## src/rtl/fsscr_pkg.sv

```systemverilog
package fsscr_pkg;

  localparam int unsigned FSSCR_DATA_W    = 64;
  localparam int unsigned FSSCR_LFSR_W    = 16;
  localparam int unsigned FSSCR_HDR_BYTES = 6;
  // feedback taps on r[0], r[2], r[11], r[15]
  localparam logic [15:0] FSSCR_TAPS      = 16'h8805;
  localparam logic [15:0] FSSCR_SEED      = 16'hFFFF;

  typedef enum logic [1:0] {
    WK_IDLE  = 2'd0,
    WK_FRAME = 2'd1,
    WK_BODY  = 2'd2
  } word_kind_e;

endpackage

```

## src/rtl/fsscr_rst_sync.sv

```systemverilog
module fsscr_rst_sync #(
  parameter int STAGES = 2
) (
  input  logic clk,
  input  logic rst_n,
  output logic rst_q
);

  logic [STAGES-1:0] sync_q;
  logic [STAGES-1:0] sync_d;

  always_comb begin
    sync_d = {sync_q[STAGES-2:0], 1'b1};
  end

  always_ff @(posedge clk or negedge rst_n) begin
    if (!rst_n) begin
      sync_q <= '0;
    end else begin
      sync_q <= sync_d;
    end
  end

  assign rst_q = sync_q[STAGES-1];

endmodule

```

## src/rtl/fsscr_advance.sv

```systemverilog
// Unrolled generator: STEPS serial steps of the register in one clock.
// The XOR matrices are computed at elaboration from the feedback taps.
module fsscr_advance #(
  parameter int            W     = 16,
  parameter int            STEPS = 64,
  parameter logic [W-1:0]  TAPS  = 16'h8805
) (
  input  logic [W-1:0]     state_i,
  output logic [STEPS-1:0] ks_o,    // ks_o[0] is the first emitted bit
  output logic [W-1:0]     next_o
);

  typedef logic [W-1:0][W-1:0] smat_t;

  // Each row is the set of seed bits whose XOR gives that state bit after n steps.
  function automatic smat_t f_walk(input int n);
    smat_t        cur;
    logic [W-1:0] fb;
    for (int i = 0; i < W; i++) cur[i] = W'(1) << i;
    for (int s = 0; s < n; s++) begin
      fb = '0;
      for (int i = 0; i < W; i++) if (TAPS[i]) fb = fb ^ cur[i];
      for (int i = W-1; i > 0; i--) cur[i] = cur[i-1];
      cur[0] = fb;
    end
    return cur;
  endfunction

  function automatic logic [STEPS-1:0][W-1:0] f_ks_rows();
    logic [STEPS-1:0][W-1:0] rows;
    smat_t                   m;
    for (int j = 0; j < STEPS; j++) begin
      m       = f_walk(j);
      rows[j] = m[W-1];
    end
    return rows;
  endfunction

  localparam logic [STEPS-1:0][W-1:0] KS_ROWS = f_ks_rows();
  localparam smat_t                   NX_ROWS = f_walk(STEPS);

  genvar gj, gi;
  generate
    for (gj = 0; gj < STEPS; gj++) begin : g_ks
      assign ks_o[gj] = ^(state_i & KS_ROWS[gj]);
    end
    for (gi = 0; gi < W; gi++) begin : g_nx
      assign next_o[gi] = ^(state_i & NX_ROWS[gi]);
    end
  endgenerate

endmodule

```

## src/rtl/fsscr_mix.sv

```systemverilog
// Places a keystream (first bit at the top) into the low LEN bits of a word and XORs it.
module fsscr_mix #(
  parameter int DATA_W = 64,
  parameter int LEN    = 64
) (
  input  logic [DATA_W-1:0] data_i,
  input  logic [LEN-1:0]    ks_i,
  output logic [DATA_W-1:0] data_o
);

  logic [DATA_W-1:0] ks_word;

  genvar gk;
  generate
    for (gk = 0; gk < LEN; gk++) begin : g_place
      assign ks_word[LEN-1-gk] = ks_i[gk];
    end
    if (LEN < DATA_W) begin : g_pad
      assign ks_word[DATA_W-1:LEN] = '0;
    end
  endgenerate

  assign data_o = data_i ^ ks_word;

endmodule

```

## src/rtl/fs_scrambler.sv

```systemverilog
module fs_scrambler
  import fsscr_pkg::*;
#(
  parameter int                 DATA_W    = FSSCR_DATA_W,
  parameter int                 LFSR_W    = FSSCR_LFSR_W,
  parameter int                 HDR_BYTES = FSSCR_HDR_BYTES,
  parameter logic [LFSR_W-1:0]  TAPS      = FSSCR_TAPS,
  parameter logic [LFSR_W-1:0]  SEED      = FSSCR_SEED
) (
  input  logic              clk,
  input  logic              rst_n,
  input  logic              in_vld,
  input  logic              in_sof,
  input  logic [DATA_W-1:0] in_data,
  output logic              out_vld,
  output logic [DATA_W-1:0] out_data
);

  localparam int HDR_W = HDR_BYTES * 8;
  localparam int PAY_W = DATA_W - HDR_W;

  logic              rst_q;
  logic [LFSR_W-1:0] state_q, state_d;
  logic              state_en;
  logic              vld_q;
  logic [DATA_W-1:0] data_q, data_d;
  word_kind_e        kind;

  logic [DATA_W-1:0] body_ks;
  logic [LFSR_W-1:0] body_next;
  logic [PAY_W-1:0]  head_ks;
  logic [LFSR_W-1:0] head_next;
  logic [DATA_W-1:0] body_mixed;
  logic [DATA_W-1:0] head_mixed;

  fsscr_rst_sync #(.STAGES(2)) u_rst (
    .clk   (clk),
    .rst_n (rst_n),
    .rst_q (rst_q)
  );

  // full word: continue from the running state
  fsscr_advance #(.W(LFSR_W), .STEPS(DATA_W), .TAPS(TAPS)) u_body (
    .state_i (state_q),
    .ks_o    (body_ks),
    .next_o  (body_next)
  );

  // frame-start word: restart from the seed after the alignment bytes
  fsscr_advance #(.W(LFSR_W), .STEPS(PAY_W), .TAPS(TAPS)) u_head (
    .state_i (SEED),
    .ks_o    (head_ks),
    .next_o  (head_next)
  );

  fsscr_mix #(.DATA_W(DATA_W), .LEN(DATA_W)) u_mix_body (
    .data_i (in_data),
    .ks_i   (body_ks),
    .data_o (body_mixed)
  );

  fsscr_mix #(.DATA_W(DATA_W), .LEN(PAY_W)) u_mix_head (
    .data_i (in_data),
    .ks_i   (head_ks),
    .data_o (head_mixed)
  );

  always_comb begin
    if (!in_vld)     kind = WK_IDLE;
    else if (in_sof) kind = WK_FRAME;
    else             kind = WK_BODY;
  end

  always_comb begin
    state_en = 1'b0;
    state_d  = state_q;
    data_d   = '0;
    case (kind)
      WK_FRAME: begin
        state_en = 1'b1;
        state_d  = head_next;
        data_d   = head_mixed;
      end
      WK_BODY: begin
        state_en = 1'b1;
        state_d  = body_next;
        data_d   = body_mixed;
      end
      default: begin
        state_en = 1'b0;
        state_d  = state_q;
        data_d   = '0;
      end
    endcase
  end

  always_ff @(posedge clk or negedge rst_q) begin
    if (!rst_q) begin
      state_q <= SEED;
      vld_q   <= 1'b0;
      data_q  <= '0;
    end else begin
      if (state_en) state_q <= state_d;
      vld_q  <= in_vld;
      data_q <= data_d;
    end
  end

  assign out_vld  = vld_q;
  assign out_data = data_q;

endmodule

```

## config.mk

```make
export PLATFORM = sky130hd
export DESIGN_NAME = fs_scrambler
export DESIGN_NICKNAME = d
export VERILOG_FILES = /design/src/rtl/fsscr_pkg.sv /design/src/rtl/fsscr_rst_sync.sv /design/src/rtl/fsscr_advance.sv /design/src/rtl/fsscr_mix.sv /design/src/rtl/fs_scrambler.sv
export SDC_FILE = /design/constraint.sdc
export NUM_CORES = 1
export LEC_CHECK = 0
export BUFFER_PORTS_ARGS = -buffer_cell sky130_fd_sc_hd__buf_4
export CORE_UTILIZATION = 55
export DETAILED_ROUTE_END_ITERATION = 8
export GPL_ROUTABILITY_DRIVEN = 0
export GPL_TIMING_DRIVEN = 0
export PLACE_DENSITY = 0.89
export SLEW_MARGIN = 20
export SYNTH_ARGS = -nofsm -noshare
export SYNTH_HDL_FRONTEND = slang
export SYNTH_SLANG_ARGS = --single-unit
```

## constraint.sdc

```tcl
create_clock -name clk -period 3.15 [get_ports clk]
set_clock_uncertainty 0.15 [all_clocks]
set_input_delay 0.63 -clock clk [delete_from_list [all_inputs] [get_ports clk]]
set_output_delay 0.63 -clock clk [all_outputs]
set_load 0.01 [all_outputs]
```

# ---- Word level (Yosys, flattened, before mapping)
# Index checks and enable logic that the tools add are counted.
dict set report word_totals {
  register_bits 83
  latchBits 0
  ram_bits 0
  mem_bits_ro 0
  in_bits 68
  wordCells 96
  mem_count 0
}
dict set report classes {
  addsub 0
  n_mul 0
  div 0
  order_cmp 0
  n_eq_ne 2
  shift 0
  mux 5
  bitwise_logic 2
  n_reduce_logical 83
}
# cell n
set ops {}
lappend ops {{$reduce_xor 16->1} 80}
lappend ops {{$pmux 64 s2} 1}
lappend ops {{$xor 64x64->64} 1}
lappend ops {{$pmux 16 s2} 1}
lappend ops {{$not 16->16} 1}
lappend ops {{$mux 2} 2}
lappend ops {{$eq 2x1->1 const B} 1}
lappend ops {{$eq 2x2->1 const B} 1}
lappend ops {{$reduce_and 2->1} 1}
lappend ops {{$reduce_bool 2->1} 1}
lappend ops {{$reduce_or 2->1} 1}
lappend ops {{$mux 1} 1}

# ---- Depth between registers and ports, before layout
# Gate-level depths: netlist of the first run.
dict set report depth {
  ltp_word 6
  ltp_mapped 6
}

# ---- Modules after synthesis
# Synthesis of the first run repeated with hierarchy kept, for this count alone.
dict set report hier_totals {
  hier_cells 689
  hier_area_um2 7681.1
}
# module n_inst cells_each area_each_um2 seq_area_each_um2
set modules_own_cells {}
lappend modules_own_cells {fs_scrambler 1 277 3582.2 2047.0}
lappend modules_own_cells {{fsscr_advance (u_body)} 1 207 2228.4 0.0}
lappend modules_own_cells {{fsscr_advance (u_head)} 1 74 755.7 0.0}
lappend modules_own_cells {{fsscr_mix (u_mix_body)} 1 64 560.5 0.0}
lappend modules_own_cells {{fsscr_mix (u_mix_head)} 1 64 500.5 0.0}
lappend modules_own_cells {fsscr_rst_sync 1 3 53.8 50.0}

# ---- Least setup slack after synthesis of the first run
# No wires, ideal clock.
dict set report synth_path {
  kind {register -> register}
  start {register state_q[0]}
  end {register data_q[17], in the netlist out_data[17]}
  setup_time_ps 78
  t_arrival_ps 2031
  t_required_ps 2922
  setup_slack_ps 892
  path_stages_with_launch 7
  n_path_buf 1
  period_less_slack_ps 2258
  cell_sequence {dfstp_2 -> buf_6 -> xor2_1 -> xnor3_1 -> xnor2_1 -> or3_1 -> a21oi_1}
}
dict set report synth_between {
  elab_chain_cells 3
}
# element line
set synth_rtl {}
lappend synth_rtl {{from (decl)} fs_scrambler.sv:23} ;# logic [LFSR_W-1:0] state_q, state_d;
lappend synth_rtl {{from (signal assigned)} fs_scrambler.sv:103} ;# if (state_en) state_q <= state_d;
lappend synth_rtl {{$reduce_xor 16->1} fsscr_advance.sv:45} ;# assign ks_o[gj] = ^(state_i & KS_ROWS[gj]);
lappend synth_rtl {{$xor 64x64->64} fsscr_mix.sv:23} ;# assign data_o = data_i ^ ks_word;
lappend synth_rtl {{$pmux 64 s2} fs_scrambler.sv:78} ;# case (kind)
lappend synth_rtl {{via data_d[17]} fs_scrambler.sv:26} ;# logic [DATA_W-1:0] data_q, data_d;
lappend synth_rtl {{to (signal assigned)} fs_scrambler.sv:105} ;# data_q <= data_d;
lappend synth_rtl {{to (decl)} fs_scrambler.sv:26}
# The timed path passes the listed nets, and every way through them passes these cells.
# A chain may end at the register's enable or synchronous reset.

# ---- Worst setup path after layout of the first run
dict set report layout_path {
  start {register state_q[10]}
  end {register data_q[3], in the netlist out_data[3]}
}
# Same word-level chain as after synthesis.

==> results of run 1 <==
==> cell usage after synthesis <==
| library cell | instances |
|---|---|
| o21ai_0 | 40 |
| xnor2_4 | 1 |
| nand3_1 | 2 |
| a22o_1 | 2 |
| nand2b_1 | 1 |
| conb_1 | 1 |
| xnor3_1 | 16 |
| or3_1 | 34 |
| xnor2_1 | 109 |
| a21boi_0 | 1 |
| buf_4 | 8 |
| a22oi_1 | 1 |
| o2bb2ai_1 | 4 |
| xor2_1 | 43 |
| mux2i_1 | 1 |
| xnor2_2 | 9 |
| o22a_1 | 5 |
| dfrtp_1 | 67 |
| xor3_1 | 10 |
| clkbuf_1 | 21 |
| buf_2 | 4 |
| a21oi_1 | 34 |
| o311ai_0 | 1 |
| xor2_4 | 1 |
| clkinv_1 | 1 |
| inv_1 | 4 |
| nand2_1 | 3 |
| a211oi_1 | 1 |
| xor2_2 | 2 |
| nor2b_1 | 12 |
| o21a_1 | 12 |
| dfstp_2 | 16 |
| nor3_1 | 25 |
| nor3b_1 | 1 |
| nor2_1 | 24 |
| and2_1 | 1 |
| buf_6 | 4 |
==> cells by family after synthesis <==
logic type,Yosys count,synth area share (%)
AOI/OAI and AO/OA,101,10.45
xor gates and xnor gates,191,38.43
buffers and inverters,42,3.956
DFF,83,37.25
muxes,1,0.1778
other,1,0.06662
and+or+nand+nor,103,9.669
==> area by class of cell <==
class                           instances  area (um^2)
Tap cell                              133        166.4
Clock buffer                            9        123.9
Timing Repair Buffer                  134         1021
Multi-Input combinational cell        397         3309
Inverter                                5        18.77
Sequential cell                        83         2101
Clock inverter                          7        116.4
Buffer                                 37        203.9
Fill cell                             663         2804
==> cells in the final DEF (no fill, tap or decap), drive strengths merged, types with 2 or more instances in the layout <==
cell     count
a21oi       34
a22o         2
buf        149
bufinv       3
clkbuf      30
clkinv       4
dfrtp       67
dfstp       16
inv          4
nand2        3
nand3        2
nor2        24
nor2b       12
nor3        25
o21a        12
o21ai       40
o22a         5
o2bb2ai      4
or3         34
xnor2      119
xnor3       16
xor2        46
xor3        10
==> worst max-delay path, cell delays in order (launching register included) <==
cell and delay (ps):
dfstp_2 550, buf_6 200, xor2_1 770, xnor3_1 530
and2_1 180, xor2_1 130, nor2_1 50
==> sequential cells by signal, indices dropped and copies added (netlist names) <==
signal,flops
state_q,16
out_vld,1
out_data,64
u_rst.sync_q,2
==> worst paths after layout <==
kind                                   end  slack (ps)  cells after the start
setup reg to reg               out_data[3]         480                      6
max in group asynchronous       state_q[3]        2020                      1
hold reg to reg               out_data[26]         160                      0
min in group clk           u_rst.sync_q[1]         210                      0
setup / recovery               out_data[3]         480                      6
hold / removal                out_data[26]         160                      0
==> per-stage QoR <==
| stage | hold slack [ps] | setup WS [ps] | area [um^2] | setup TNS, ps | std cells |
|---|---|---|---|---|---|
| finish | 156.7 | 479.6 | 7061 | 0 | 805 |
| global route | 215.6 | 372.3 | 7061 | 0 | 805 |
| CTS | 181.5 | 523.2 | 7061 | 0 | 805 |
| detailed placement | 173.2 | 409.7 | 6810 | 0 | 788 |
| global placement | 187.9 | -243.2 | 6787 | -15530 | 787 |
| floorplan | 181.2 | 545.1 | 5629 | 0 | 522 |
==> metal layers <==
layer | global-route usage (%) | vias up | part of all wire, % | wire length, um
met4 | 18.96 | 0 | 4.7 | 729
met3 | 8.610 | 76 | 9.5 | 1482
met5 | 0 | - | 0 | 0
met2 | 49.49 | 305 | 48 | 7523
li1 | - | 2033 | - | -
met1 | 36.12 | 2208 | 38 | 5924
==> impl_metrics.csv, run 1 <==
group,metric,value,unit
clock_network,ctsHoldBuffers,1,
timing,max_freq,374.5,MHz
clock_network,post_cts_buffers,0,
timing,worst_slew_pin_slew,942.6,ps
timing,fin_crit_sh,84.77,%
die,design.core.area,0.009864,mm^2
critical_path,path_max_fanout,10,
status,status,"completed",
critical_path,end_kind,"flop",
clock_network,insertion_delay,370,ps
synth,synth_top_area_share,29.78,%
timing,slew_violations,0,
die,die_area,0.01064,mm^2
drt,drt_iter0_drc,406,
critical_path,r2r_start,"state_q[10]",
synth,syn-instance-count,522,
timing,rsz0062_at_grt,"false",
grt,grt_pass1_vias,4604,
die,io_pins,133,
synth,avgSynthCellArea,10.78,um^2
grt,grt_first_pass_wirelength,23.60,mm
die,die_h,103.2,um
die,start_util,57.06,%
min_path,hp-class,"reg2async",
final_layout,utilization,71.58,%
drt,drc_errors,0,
flow_run,maxCapViolations,0,
synth,netlist_area,0.005629,mm^2
place,dp_hpwl,11.32,mm
drt,dr.pass1.iters,5,
die,fp.dieW,103.2,um
synth,yosys_warnings,0,
grt,grt_max_degree,42,
clock_network,numCtsBuffers,9,
drt,ant_nets,0,
clock_network,path_clk_slew,80,ps
drt,wl_per_cell,19.45,um
critical_path,path_class,"reg2reg",
clock_network,htreeDepth,3,
clock_network,cts_root_buf,"clkbuf_8",
timing,setup_viol,0,
timing,slew-limit-headroom,36.95,%
grt,antenna_found_initial,0,
synth,synth.area.top_cells,"dfrtp_1 (30%), xnor2_1 (17%), dfstp_2 (7.5%), xor2_1 (6.7%), xnor3_1 (6.4%)",
die,rows,36,
drt,detailroute.via_count,4622,
critical_path,cp.required,3250,ps
place,io_buffers,132,
timing,finalCriticalPeriod,2670,ps
timing,hold_viol,0,
synth,synth-seq-area-share,37.25,%
drt,via_per_inst,5.742,
clock_network,cts.sinks,83,
final_layout,drive_gt1_share,29.02,%
critical_path,arrival,2770,ps
synth,synth_nets,590,
synth,synth.distinct_cells,37,
final_layout,antenna_cells,0,
critical_path,worstSetupStartpoint,"state_q[10]",
grt,grt_overflow_total,0,
final_layout,nNetsFinal,735,
critical_path,startpoint_type,"flop",
final_layout,syn2layout_area_growth,25.43,%
clock_network,cts_resized,0,
synth,synth_top_area_cell,"dfrtp_1",
synth,ys_ff_latch,83,
drt,wl,15.66,mm
grt,grt_use_total,30.58,%
clock_network,tritoncts,"yes",
clock_network,clockBufferDepth,2,
Power of run 1 is not shown: default switching activity piles up to over one toggle a cycle in this logic, so the estimate is an artifact.
==> run 2: changes to the inputs <==
--- a/config.mk
+++ b/config.mk
@@ -6,11 +6,11 @@
 export NUM_CORES = 1
 export LEC_CHECK = 0
 export BUFFER_PORTS_ARGS = -buffer_cell sky130_fd_sc_hd__buf_4
-export CORE_UTILIZATION = 55
+export CORE_UTILIZATION = 50
 export DETAILED_ROUTE_END_ITERATION = 8
 export GPL_ROUTABILITY_DRIVEN = 0
 export GPL_TIMING_DRIVEN = 0
-export PLACE_DENSITY = 0.89
+export PLACE_DENSITY = 0.86
 export SLEW_MARGIN = 20
 export SYNTH_ARGS = -nofsm -noshare
 export SYNTH_HDL_FRONTEND = slang
==> constraint.sdc (replaced) <==
create_clock -name clk -period 2.2 [get_ports clk]
set_clock_uncertainty 0.15 [all_clocks]
set_input_delay 0.44 -clock clk [delete_from_list [all_inputs] [get_ports clk]]
set_output_delay 0.44 -clock clk [all_outputs]
set_load 0.01 [all_outputs]
==> run 2 against run 1 <==
The run now ends with setup timing left. Wire length up 64%. Utilization rose by 8.6 points. Flip-flop and latch count is the same. Worst hold slack got worse by 100 ps. Critical path type unchanged.
==> impl_metrics.csv, run 2 (same netlist as run 1, synthesis figures left out) <==
group,metric,value,unit
status,status,"finished with violations",
status,violations,"setup timing",
clock_network,tritoncts,"yes",
critical_path,path_class,"reg2reg",
die,die_area,0.01169,mm^2
final_layout,seq_area,0.002101,mm^2
drt,via_per_inst,6.479,
drt,wl_per_cell,28.80,um
die,fp.dieW,108.1,um
timing,rsz0062_at_grt,"true",
final_layout,nFillCells,505,
final_layout,nNetsFinal,816,
grt,grt_pass1_vias,5423,
drt,dr.pass1.iters,8,
clock_network,numCtsBuffers,9,
critical_path,critPathSlowestCell,"dfstp_2",
grt,grt_use_total,35.77,%
drt,wl_met3,3.338,mm
clock_network,cts.sinks,83,
final_layout,layout_commonest_cell,"buf_4",
flow_run,maxCapViolations,0,
drt,wl_met1,8.692,mm
place,preCtsSetupSlack,-392.5,ps
drt,drt_iter0_drc,811,
drt,routed.top_layer,"met4",
timing,slew_violations,0,
critical_path,end_kind,"flop",
timing,finalCriticalPeriod,2522,ps
grt,grt_first_pass_wirelength,30.22,mm
place,dp_hpwl,11.56,mm
final_layout,multi_input_area,0.004144,mm^2
die,rows,38,
final_layout,final_cell_mix,"buf_4 (197), xnor2_1 (69), dfrtp_1 (66), o21ai_0 (38), or3_1 (32)",
critical_path,path_max_fanout,6,
timing,hold_viol,0,
final_layout,antenna_cells,0,
timing,slew-limit-headroom,48.11,%
clock_network,htreeDepth,3,
die,die_h,108.1,um
clock_network,insertion_delay,410,ps
min_path,hp-class,"in2reg",
place,io_buffers,132,
timing,worst_slack,-321.7,ps
timing,finalSetupTns,-5381,ps
critical_path,crit_chain,"buf_8 > buf_12 > xnor2_4 > xnor3_2 > xor2_2 > or3_1 > a21oi_1",
die,io_pins,133,
final_layout,drive_gt1_share,49.14,%
final_layout,syn2layout_area_growth,55.01,%
grt,grt_overflow_total,0,
critical_path,r2r_slack,-320,ps
drt,ant_nets,0,
die,design.core.area,0.01089,mm^2
final_layout,utilization,80.14,%
critical_path,cp.required,2370,ps
clock_network,cts_root_buf,"clkbuf_8",
grt,grt_max_degree,47,
die,start_util,51.70,%
drt,wl,25.72,mm
final_layout,largest_reg_flops,64,
timing,worst_slew_pin_slew,778.3,ps
critical_path,arrival,2690,ps
clock_network,clockBufferDepth,2,
grt,antenna_found_initial,0,
timing,fin_crit_sh,114.6,%
drt,detailroute.via_count,5786,
critical_path,critPathMaxStageDelay,560,ps
critical_path,startpoint_type,"flop",
timing,max_freq,396.6,MHz
timing,setup_viol,47,
clock_network,path_clk_slew,90,ps
drt,wl_met2,11.62,mm
drt,drc_errors,0,
==> run 2: layer usage <==
layer  vias to the layer above  GRT usage [%]
met5                         -              0
met4                         0          27.20
met3                       195          9.644
met2                       652          56.28
met1                      2746          41.70
li1                       2193              -
==> run 2: metrics by stage <==
step	hold WS, ps	instances	instance area [um^2]
5_1_grt	39.24	893	8726
4_1_cts	74.35	848	7770
2_1_floorplan	-5.591	522	5645
3_5_place_dp	73.87	795	6842
6_report	55.55	893	8726
3_3_place_gp	72.21	794	6812
==> run 2: path summary, 6_finish.rpt <==
kind / from / end / cells past startpoint
setup / recovery: state_q[14] / out_data[23] / 7
hold / removal: in_vld / out_vld / 1
setup reg to reg: state_q[14] / out_data[23] / 7
hold reg to reg: u_rst.sync_q[1] / out_data[28] / 0
max in group asynchronous: u_rst.sync_q[1] / state_q[15] / 1
min in group asynchronous: u_rst.sync_q[1] / out_data[28] / 0
==> run 2: layout make-up <==
class,instances,area share [%]
inverters,5,0.2151
multi-input cells,397,47.49
plain buffers,37,4.216
clock buffers,10,1.463
clock inverters,6,0.4875
repair buffers,215,20.05
well taps,140,2.007
flip-flops and latches,83,24.08
==> run 2: critical path, delay by kind of cell (launching register included) <==
family / cells / cell delay, ps
compound gates: 1 / 170
flops: 1 / 560
buf+inv: 2 / 240
xor+xnor: 3 / 930
simple gates: 1 / 370
==> run 2: timing repair <==
action	CTS	global route
setup endpoints to repair	36	46
gates resized for setup	84	93
hold buffers	1	0
hold endpoints to repair	2	0
setup buffers	36	45
pin swaps	37	38
Power of run 2 is left out for the same reason.
